**config.mk**
```make
export PLATFORM = sky130hd
export DESIGN_NAME = victim_cache
export DESIGN_NICKNAME = d
export VERILOG_FILES = /design/src/rtl/vc_pkg.sv /design/src/rtl/vc_match.sv /design/src/rtl/vc_repl.sv /design/src/rtl/victim_cache.sv
export SDC_FILE = /design/constraint.sdc
export NUM_CORES = 1
export LEC_CHECK = 0
export ABC_AREA = 1
export BUFFER_PORTS_ARGS = -buffer_cell sky130_fd_sc_hd__buf_2
export CORE_MARGIN = 2
export CORE_UTILIZATION = 54
export DETAILED_ROUTE_END_ITERATION = 16
export PLACE_DENSITY = 0.77
export SLEW_MARGIN = 15
export SYNTH_ARGS = -nofsm -noshare
export SYNTH_HDL_FRONTEND = slang
export SYNTH_HIERARCHICAL = 1
export SYNTH_SLANG_ARGS = --single-unit
```
**constraint.sdc**
```tcl
create_clock -name clk -period 6.8 [get_ports clk]
set_clock_uncertainty 0.15 [all_clocks]
set_input_delay 0.34 -clock clk [delete_from_list [all_inputs] [get_ports clk]]
set_output_delay 0.34 -clock clk [all_outputs]
set_load 0.1 [all_outputs]
```
**src/rtl/vc_pkg.sv**
```systemverilog
package vc_pkg;

    localparam int VC_ENTRIES = 4;
    localparam int VC_ADDR_W  = 12;
    localparam int VC_LINE_W  = 32;

    // what a lookup does to the buffer contents
    typedef enum logic [1:0] {
        VC_IDLE = 2'd0,
        VC_SWAP = 2'd1,   // hit, displaced line replaces the hit entry
        VC_FREE = 2'd2,   // hit, nothing displaced: entry released
        VC_FILL = 2'd3    // miss, displaced line stored in chosen entry
    } vc_act_e;

    function automatic int vc_idx_w(int n);
        return (n < 2) ? 1 : $clog2(n);
    endfunction

endpackage

```
**src/rtl/vc_match.sv**
```systemverilog
module vc_match #(
    parameter int N      = vc_pkg::VC_ENTRIES,
    parameter int ADDR_W = vc_pkg::VC_ADDR_W,
    parameter int LINE_W = vc_pkg::VC_LINE_W,
    localparam int IDX_W = vc_pkg::vc_idx_w(N)
) (
    input  logic                        clk,
    input  logic                        rst,
    input  logic [N-1:0]                ent_vld,
    input  logic [N-1:0][ADDR_W-1:0]    ent_addr,
    input  logic [N-1:0][LINE_W-1:0]    ent_data,
    input  logic [ADDR_W-1:0]           look_addr,
    output logic                        hit,
    output logic [IDX_W-1:0]            hit_idx,
    output logic [LINE_W-1:0]           hit_data
);

    logic [N-1:0] match_v;

    for (genvar i = 0; i < N; i++) begin : g_cmp
        assign match_v[i] = ent_vld[i] && (ent_addr[i] == look_addr);
    end

    always_comb begin
        hit      = |match_v;
        hit_idx  = '0;
        hit_data = '0;
        for (int i = 0; i < N; i++) begin
            if (match_v[i]) hit_idx = IDX_W'(i);
            hit_data = hit_data | ({LINE_W{match_v[i]}} & ent_data[i]);
        end
    end

    // a line address is held by at most one valid entry
    p_unique_match_r1: assert property (@(posedge clk) disable iff (rst)
        $onehot0(match_v));

endmodule

```
**src/rtl/vc_repl.sv**
```systemverilog
module vc_repl #(
    parameter int N      = vc_pkg::VC_ENTRIES,
    localparam int IDX_W = vc_pkg::vc_idx_w(N)
) (
    input  logic               clk,
    input  logic               rst,
    input  logic [N-1:0]       ent_vld,
    input  logic               touch,
    input  logic [IDX_W-1:0]   touch_idx,
    output logic [IDX_W-1:0]   victim_idx
);

    // ages form a permutation of 0..N-1; 0 is most recent
    logic [N-1:0][IDX_W-1:0] age_q;
    logic [IDX_W-1:0]        touched_age;

    always_comb begin
        touched_age = '0;
        for (int i = 0; i < N; i++)
            if (touch_idx == IDX_W'(i)) touched_age = age_q[i];
    end

    for (genvar i = 0; i < N; i++) begin : g_age
        always_ff @(posedge clk) begin
            if (rst) begin
                age_q[i] <= IDX_W'(i);
            end else if (touch) begin
                if (touch_idx == IDX_W'(i))
                    age_q[i] <= '0;
                else if (age_q[i] < touched_age)
                    age_q[i] <= age_q[i] + 1'b1;
            end
        end

        // the entry just filled or swapped becomes the youngest
        p_touch_youngest_r7: assert property (@(posedge clk) disable iff (rst)
            (touch && touch_idx == IDX_W'(i)) |=> (age_q[i] == '0));
    end

    always_comb begin
        logic found;
        found      = 1'b0;
        victim_idx = '0;
        for (int i = 0; i < N; i++) begin
            if (!found && !ent_vld[i]) begin
                victim_idx = IDX_W'(i);
                found      = 1'b1;
            end
        end
        if (!found) begin
            for (int i = 0; i < N; i++)
                if (age_q[i] == IDX_W'(N-1)) victim_idx = IDX_W'(i);
        end
    end

endmodule

```
**src/rtl/victim_cache.sv**
```systemverilog
module victim_cache #(
    parameter int ENTRIES = vc_pkg::VC_ENTRIES,
    parameter int ADDR_W  = vc_pkg::VC_ADDR_W,
    parameter int LINE_W  = vc_pkg::VC_LINE_W
) (
    input  logic              clk,
    input  logic              rst,
    input  logic              req_valid,
    input  logic [ADDR_W-1:0] req_addr,
    input  logic              ev_valid,
    input  logic [ADDR_W-1:0] ev_addr,
    input  logic [LINE_W-1:0] ev_data,
    output logic              rsp_valid,
    output logic              rsp_hit,
    output logic [LINE_W-1:0] rsp_data,
    output logic              refill_valid,
    output logic [ADDR_W-1:0] refill_addr
);
    import vc_pkg::*;

    localparam int IDX_W = vc_idx_w(ENTRIES);

    logic              vld_q  [ENTRIES];
    logic [ADDR_W-1:0] addr_q [ENTRIES];
    logic [LINE_W-1:0] data_q [ENTRIES];

    logic [ENTRIES-1:0]             vld_v;
    logic [ENTRIES-1:0][ADDR_W-1:0] addr_v;
    logic [ENTRIES-1:0][LINE_W-1:0] data_v;

    logic              hit;
    logic [IDX_W-1:0]  hit_idx;
    logic [LINE_W-1:0] hit_data;
    logic [IDX_W-1:0]  victim_idx;
    logic [IDX_W-1:0]  tgt_idx;
    vc_act_e           act;
    logic              touch;

    for (genvar i = 0; i < ENTRIES; i++) begin : g_pack
        assign vld_v[i]  = vld_q[i];
        assign addr_v[i] = addr_q[i];
        assign data_v[i] = data_q[i];
    end

    vc_match #(.N(ENTRIES), .ADDR_W(ADDR_W), .LINE_W(LINE_W)) u_match (
        .clk       (clk),
        .rst       (rst),
        .ent_vld   (vld_v),
        .ent_addr  (addr_v),
        .ent_data  (data_v),
        .look_addr (req_addr),
        .hit       (hit),
        .hit_idx   (hit_idx),
        .hit_data  (hit_data)
    );

    vc_repl #(.N(ENTRIES)) u_repl (
        .clk        (clk),
        .rst        (rst),
        .ent_vld    (vld_v),
        .touch      (touch),
        .touch_idx  (tgt_idx),
        .victim_idx (victim_idx)
    );

    always_comb begin
        act     = VC_IDLE;
        tgt_idx = hit_idx;
        if (req_valid) begin
            if (hit) begin
                act = ev_valid ? VC_SWAP : VC_FREE;
            end else if (ev_valid) begin
                act     = VC_FILL;
                tgt_idx = victim_idx;
            end
        end
    end

    assign touch = (act == VC_SWAP) || (act == VC_FILL);

    for (genvar i = 0; i < ENTRIES; i++) begin : g_ent
        always_ff @(posedge clk) begin
            if (rst) begin
                vld_q[i]  <= 1'b0;
                addr_q[i] <= '0;
                data_q[i] <= '0;
            end else if (tgt_idx == IDX_W'(i)) begin
                if (touch) begin
                    vld_q[i]  <= 1'b1;
                    addr_q[i] <= ev_addr;
                    data_q[i] <= ev_data;
                end else if (act == VC_FREE) begin
                    vld_q[i] <= 1'b0;
                end
            end
        end
    end

    always_ff @(posedge clk) begin
        if (rst) begin
            rsp_valid    <= 1'b0;
            rsp_hit      <= 1'b0;
            rsp_data     <= '0;
            refill_valid <= 1'b0;
            refill_addr  <= '0;
        end else begin
            rsp_valid    <= req_valid;
            rsp_hit      <= req_valid && hit;
            rsp_data     <= (req_valid && hit) ? hit_data : '0;
            refill_valid <= req_valid && !hit;
            refill_addr  <= (req_valid && !hit) ? req_addr : '0;
        end
    end

    // every lookup is answered exactly one cycle later
    p_rsp_timing_r2: assert property (@(posedge clk) disable iff (rst)
        req_valid |=> rsp_valid);
    p_rsp_quiet_r2: assert property (@(posedge clk) disable iff (rst)
        !req_valid |=> !rsp_valid);

    // a response is either a hit or a refill, never both
    p_hit_xor_refill_r5: assert property (@(posedge clk) disable iff (rst)
        rsp_valid |-> (rsp_hit != refill_valid));
    p_refill_addr_r5: assert property (@(posedge clk) disable iff (rst)
        (req_valid && !hit) |=> (refill_addr == $past(req_addr)));

    // a swap leaves the number of valid entries unchanged
    p_swap_count_r3: assert property (@(posedge clk) disable iff (rst)
        (req_valid && hit && ev_valid) |=> ($countones(vld_v) == $past($countones(vld_v))));

    // leaving reset, the buffer is empty
    p_reset_empty_r9: assert property (@(posedge clk) disable iff (rst)
        $past(rst) |-> (vld_v == '0));

endmodule

```
==> results of run 1 <==
## worst max path at each step
stage	endpoint	slack (ns)	cells past startpoint
5_1_grt	u_repl/age_q[6]	1.95	27
2_1_floorplan	addr_q[3][0]	3.50	14
3_3_place_gp	u_repl/age_q[7]	2.59	24
6_report	u_repl/age_q[6]	2.29	25
4_1_cts	u_repl/age_q[6]	2.40	25
3_5_place_dp	u_repl/age_q[6]	2.42	24
## area by class of cell
type	count	area [um^2]	area share (%)
Multi-Input combinational cell	738	3480	27.24
Clock inverter	5	86.33	0.6759
Antenna cell	1	2.502	0.01959
Clock buffer	39	728.2	5.701
Sequential cell	235	6506	50.94
Timing Repair Buffer	129	740.7	5.799
Inverter	234	892.1	6.984
Tap cell	270	337.8	2.645
## critical path, delay by kind of cell
family	cells	cell delay (ns)
buffers and inverters	6	1.06
and+or+nand+nor	13	2.27
adders and majority gates	1	0.30
AOI/OAI and AO/OA	5	0.74
## cell families after synthesis
kind of cell	Yosys count	share of synthesized area, %
AND/OR/NAND/NOR	704	28.50
AO/OA/AOI/OAI	24	1.260
adder cells (fa/ha/maj)	8	0.8922
buffers and inverters	280	11.20
XOR/XNOR	2	0.1562
flip-flops	235	57.99
## timing repair
item,4_1_cts,5_1_grt
setup endpoints to repair,0,0
hold buffers,15,0
hold endpoints to repair,15,0
gates resized for setup,0,0
## where the power goes
part	switching, uW	internal [uW]	leakage [uW]
logic	162	58.9	0.00320
registers	20.9	1590	0.00232
clock network	535	809	0.000396
total	719	2460	0.00592
## routing by layer
metal	routed length, um	up-vias
li1	-	4132
met1	10310	3932
met2	12710	342
met3	2037	49
met4	598	0
met5	0	-
## flip-flops by register name, summed over array words and instances (netlist names), 4 cells and up
| signal | flops |
|---|---|
| data_q | 128 |
| addr_q | 48 |
| rsp_data | 32 |
| refill_addr | 12 |
| u_repl/age_q | 8 |
| vld_q | 4 |
## layout by cell type (no fill, tap or decap), drive strengths merged
master and instances:
buf 114, ha 8, clkinv 3, bufinv 3, nor2 267, a21oi 2, nand3b 1, nor3 1
o21bai 1, a21boi 1, nand3 158, o21ai 15, inv 233, clkbuf 39, a211o 1, xnor2 2
or2 1, o211ai 3, nand4 9, o22ai 1, dlygate4sd3 15, nand2 267, diode 1, dfxtp 55
edfxtp 180
## metrics by stage
step | total power [uW] | area, um^2
after floorplan | 1786 | 11220
final | 3180 | 12770
after global routing | 3281 | 12770
after detailed placement | 1857 | 11800
after global placement | 1852 | 11800
after CTS | 3196 | 12770
==> impl_metrics.py, run 1 <==
metrics = {
    "global_route": {
        "grt_pass1_wl_um": 41260,
        "grt_max_degree": 46,
        "grt_use_met3_pct": 3.405,
        "grt_pass1_vias": 8272,
        "grt.busiest_layer": "met2",
        "globalRouteOverflowTotal": 0,
        "grt_util_met1_pct": 30.45,
        "use_met2_pct": 42.08,
        "antenna_found_initial": 1,
        "grtUsageTotal_pct": 23.72,
    },
    "placed_design": {
        "pre_cts_slack_ns": 2.420,
        "gp_congestion": 0.8744,
        "port_buffers": 106,
        "dp.cells": 1591,
        "hpwl_um": 15830,
    },
    "synth": {
        "synth_top_area_share_pct": 48.18,
        "synthTopCellsByArea": "edfxtp_1 (48%), dfxtp_1 (9.8%), nand2_1 (8.6%)",
        "synth_edf_count": 180,
        "yosys_most_used_dff": "edfxtp_1",
        "ys_ff_latch": 235,
        "post-synth-top-count-cell": "nand2_1",
        "yosysWarnings": 6,
        "synth_cells": 1253,
        "synth_cell_type_count": 34,
        "synth-seq-area-share_pct": 57.99,
        "synth_fp_nets": 1321,
        "synth_top_area_cell": "edfxtp_1",
        "synthTopCellsByCount": "nand2_1 (256), nor2_1 (231), inv_1 (216), edfxtp_1 (180), nand3_1 (136)",
        "syn_area_per_cell_um2": 8.954,
        "syn_area_mm2": 0.01122,
        "ys_async_sr_fraction_pct": 0,
    },
    "clock_tree": {
        "cts_num_sinks": 235,
        "cts_made_buffers": 24,
        "htreeDepth": 1,
        "cts_tree": "built",
        "clk_pin_slew_ns": 0.06,
        "cts_setup_buffers": 0,
        "clock_latency_ns": 0.53,
        "cts_root_buf": "clkbuf_16",
        "cts_max_path_buffers": 3,
    },
    "floorplan": {
        "io-pin-count": 107,
        "die_x_um": 148.1,
        "initial_core_util_pct": 55.27,
        "coreArea_mm2": 0.02030,
        "rows": 52,
        "die_y_um": 148.1,
        "die-area_mm2": 0.02195,
    },
    "finish": {
        "nNetsFinal": 1430,
        "final_cells": 1651,
        "postLayoutCoreUtil_pct": 62.93,
        "fillers": 1673,
        "drive_gt1_share_pct": 17.75,
        "area_growth_pct": 13.85,
    },
    "hold_path": {
        "hold_class": "input port to flip-flop",
        "hold_path_end": "data_q[1][26]",
        "min-delay-start": "ev_data[26]",
        "hold_depth": 3,
    },
    "critical_path": {
        "endpoint_kind": "flip-flop",
        "worstPathMaxFanout": 33,
        "worstReg2RegStart": "addr_q[3][9]",
        "worstPathArrival_ns": 4.76,
        "r2r_cells": 22,
        "required_ns": 7.05,
        "r2r-end": "u_repl/age_q[6]",
        "r2r_slack_ns": 2.47,
        "cpPeakStageDelay_ns": 0.69,
        "crit_type": "input port to flip-flop",
        "startpoint": "req_addr[6]",
        "start_kind": "input port",
        "crit_top_cell": "nand2_1",
        "cp_slowest_cell": "nor2_4",
    },
    "timing": {
        "relSlewSlack_pct": 31.47,
        "min_period_over_period_pct": 66.34,
        "tightest_slew_ns": 1.026,
        "hold_ws_ns": 0.009154,
        "rsz0062_at_grt": "false",
        "setup_ws_ns": 2.289,
        "final-hold-violation-count": 0,
        "timing.final.max_slew_violations": 0,
        "fin_setup_tns_ns": 0,
        "min_period_ns": 4.511,
        "setup_viol": 0,
        "fmaxAchievable_mhz": 221.7,
    },
    "pwr": {
        "max-vdd-ir-drop_mv": 0.1860,
        "power_density_mw_per_mm2": 249.0,
        "power_leakage_uw": 0.005918,
    },
    "routing": {
        "vias": 8455,
        "ant_nets": 0,
        "drtIter0Drc": 626,
        "routed_wl_um": 25660,
        "wire_per_inst_um": 15.54,
        "viasPerCell": 5.121,
        "drc": 0,
        "dr.pass1.iters": 5,
    },
    "flow_run": {
        "cap_violations": 0,
    },
    "outcome": {
        "status": "completed",
    },
}
No activity file was read; power rests on OpenSTA's default activity.
==> inputs of run 2 (changes only) <==
clock period = 4.4 ns   (was 6.8 ns; I/O delays follow)
==> impl_metrics.py, run 2 (synthesis gave the netlist of run 1 again) <==
metrics = {
    "finish": {
        "largest_register_ffs": 128,
        "regMostFlops": "data_q",
        "final_common_cell": "nand2_1",
        "design_area_mm2": 0.01324,
        "postLayoutCoreUtil_pct": 65.22,
        "multiInputGateArea_mm2": 0.003467,
        "antennaDiodeCount": 0,
        "final_cell_mix": "nand2_1 (252), nor2_1 (231), inv_1 (216)",
        "register_area_mm2": 0.006506,
        "nNetsFinal": 1480,
        "area_growth_pct": 18.00,
        "fillers": 1642,
        "drive_gt1_share_pct": 17.76,
        "largestRegisters": "data_q: 128 flops, addr_q: 48 flops, rsp_data: 32 flops",
    },
    "hold_path": {
        "hold_path_end": "vld_q[2]",
        "min-delay-start": "req_valid",
        "hold_depth": 5,
        "hold_class": "input port to flip-flop",
    },
    "floorplan": {
        "die_x_um": 148.1,
        "io-pin-count": 107,
        "initial_core_util_pct": 55.27,
        "die_y_um": 148.1,
        "rows": 52,
        "die-area_mm2": 0.02195,
        "coreArea_mm2": 0.02030,
    },
    "critical_path": {
        "crit_type": "input port to flip-flop",
        "worstReg2RegStart": "addr_q[2][3]",
        "worstPathArrival_ns": 3.96,
        "worstPathMaxFanout": 12,
        "endpoint_kind": "flip-flop",
        "required_ns": 4.65,
        "r2r_slack_ns": 0.74,
        "r2r-end": "u_repl/age_q[2]",
        "startpoint": "req_addr[3]",
        "start_kind": "input port",
        "r2r_cells": 22,
    },
    "routing": {
        "ant_nets": 0,
        "drtIter0Drc": 671,
        "top_layer_used": "met5",
        "routed_wl_um": 27670,
        "wire_per_inst_um": 16.28,
        "viasPerCell": 5.179,
        "met3_length_um": 2415,
        "dr.pass1.iters": 5,
        "vias": 8804,
        "drc": 0,
        "met1_length_um": 10940,
        "wl_met2_um": 13650,
    },
    "clock_tree": {
        "htreeDepth": 1,
        "cts_max_path_buffers": 3,
        "cts_hold_buf": 58,
        "cts_made_buffers": 25,
        "cts_root_buf": "clkbuf_16",
        "cts-resized-gates": 0,
        "clock_latency_ns": 0.51,
        "cts_setup_buffers": 0,
        "cts_tree": "built",
        "clk_pin_slew_ns": 0.06,
        "cts_num_sinks": 235,
    },
    "pwr": {
        "power_density_mw_per_mm2": 371.1,
        "power_leakage_uw": 0.006133,
        "max-vdd-ir-drop_mv": 0.2503,
    },
    "global_route": {
        "grt_pass1_vias": 8686,
        "grt_pass1_wl_um": 43340,
        "grtUsageTotal_pct": 25.22,
        "antenna_found_initial": 1,
        "grt_max_degree": 46,
        "globalRouteOverflowTotal": 0,
    },
    "timing": {
        "final-hold-violation-count": 0,
        "fmaxAchievable_mhz": 269.6,
        "fin_setup_tns_ns": 0,
        "min_period_ns": 3.710,
        "timing.final.max_slew_violations": 0,
        "tightest_slew_ns": 1.047,
        "setup_viol": 0,
        "min_period_over_period_pct": 84.31,
        "relSlewSlack_pct": 30.03,
        "rsz0062_at_grt": "false",
    },
    "flow_run": {
        "cap_violations": 0,
    },
    "outcome": {
        "status": "completed",
    },
    "placed_design": {
        "port_buffers": 106,
        "hpwl_um": 16150,
        "placedInstanceArea_mm2": 0.01186,
        "gp_congestion": 0.9403,
    },
}
-- run 2: cell types whose count changed in the layout (fill, tap and decap cells not counted), sizes merged --
cell,previous run,this run
dlygate4sd3,15,58
clkinv,3,9
buf,114,120
diode,1,0
clkinvlp,0,1
bufinv,3,2
clkbuf,39,34
-- run 2: per-layer routing --
| layer | vias to the layer above | GRT usage, % |
|---|---|---|
| met3 | 70 | 3.528 |
| li1 | 4237 | - |
| met5 | - | 0 |
| met2 | 403 | 42.92 |
| met4 | 2 | 9.619 |
| met1 | 4092 | 33.04 |
-- run 2: where the power goes --
part	leakage (uW)	internal [uW]	switching [uW]
clock network	0.000393	1190	846
logic	0.00342	120	263
registers	0.00232	2460	32.3
total	0.00613	3770	1140
-- run 2: worst max path at each step --
| stage | end | slack (ns) | depth (start not counted) |
|---|---|---|---|
| after floorplan | addr_q[3][0] | 1.10 | 14 |
| after global placement | u_repl/age_q[6] | 0.95 | 23 |
| after detailed placement | u_repl/age_q[7] | 0.78 | 24 |
| after CTS | u_repl/age_q[6] | 0.74 | 25 |
| after global routing | u_repl/age_q[6] | 0.43 | 25 |
| final | u_repl/age_q[2] | 0.69 | 25 |
-- run 2: cell type report --
class | count | share of cell area (%)
Clock buffer | 34 | 5.368
Clock inverter | 11 | 0.6332
Inverter | 234 | 6.739
Multi-Input combinational cell | 738 | 26.19
Sequential cell | 235 | 49.14
Tap cell | 270 | 2.552
Timing Repair Buffer | 178 | 9.375
-- run 2: worst max-delay path, stage by stage --
cell,delay [ns]
dlygate4sd3_1,0.52
buf_2,0.16
inv_2,0.07
o21ai_0,0.20
nor2_1,0.10
nand2_1,0.09
nor2_2,0.04
nand2_1,0.10
nand4_1,0.18
inv_1,0.18
nand3_2,0.12
nand2_1,0.10
nand2_2,0.19
nor2_1,0.24
inv_1,0.10
o22ai_1,0.18
nor2_1,0.06
a21oi_1,0.28
ha_1,0.30
nand2_1,0.09
nand2_1,0.06
nand2_1,0.15
nand2_1,0.09
nand2_1,0.08
nand3_1,0.06
-- run 2: metrics by stage --
step	hold slack, ns	total power [uW]	worst slack [ns]	cells
after floorplan	0.1640	2761	1.104	1253
after detailed placement	0.3323	2880	0.7765	1597
after global routing	0.2443	5057	0.4305	1700
after CTS	0.2076	4929	0.7375	1700
after global placement	0.3306	2868	0.9455	1597
final	0.2369	4914	0.6904	1700
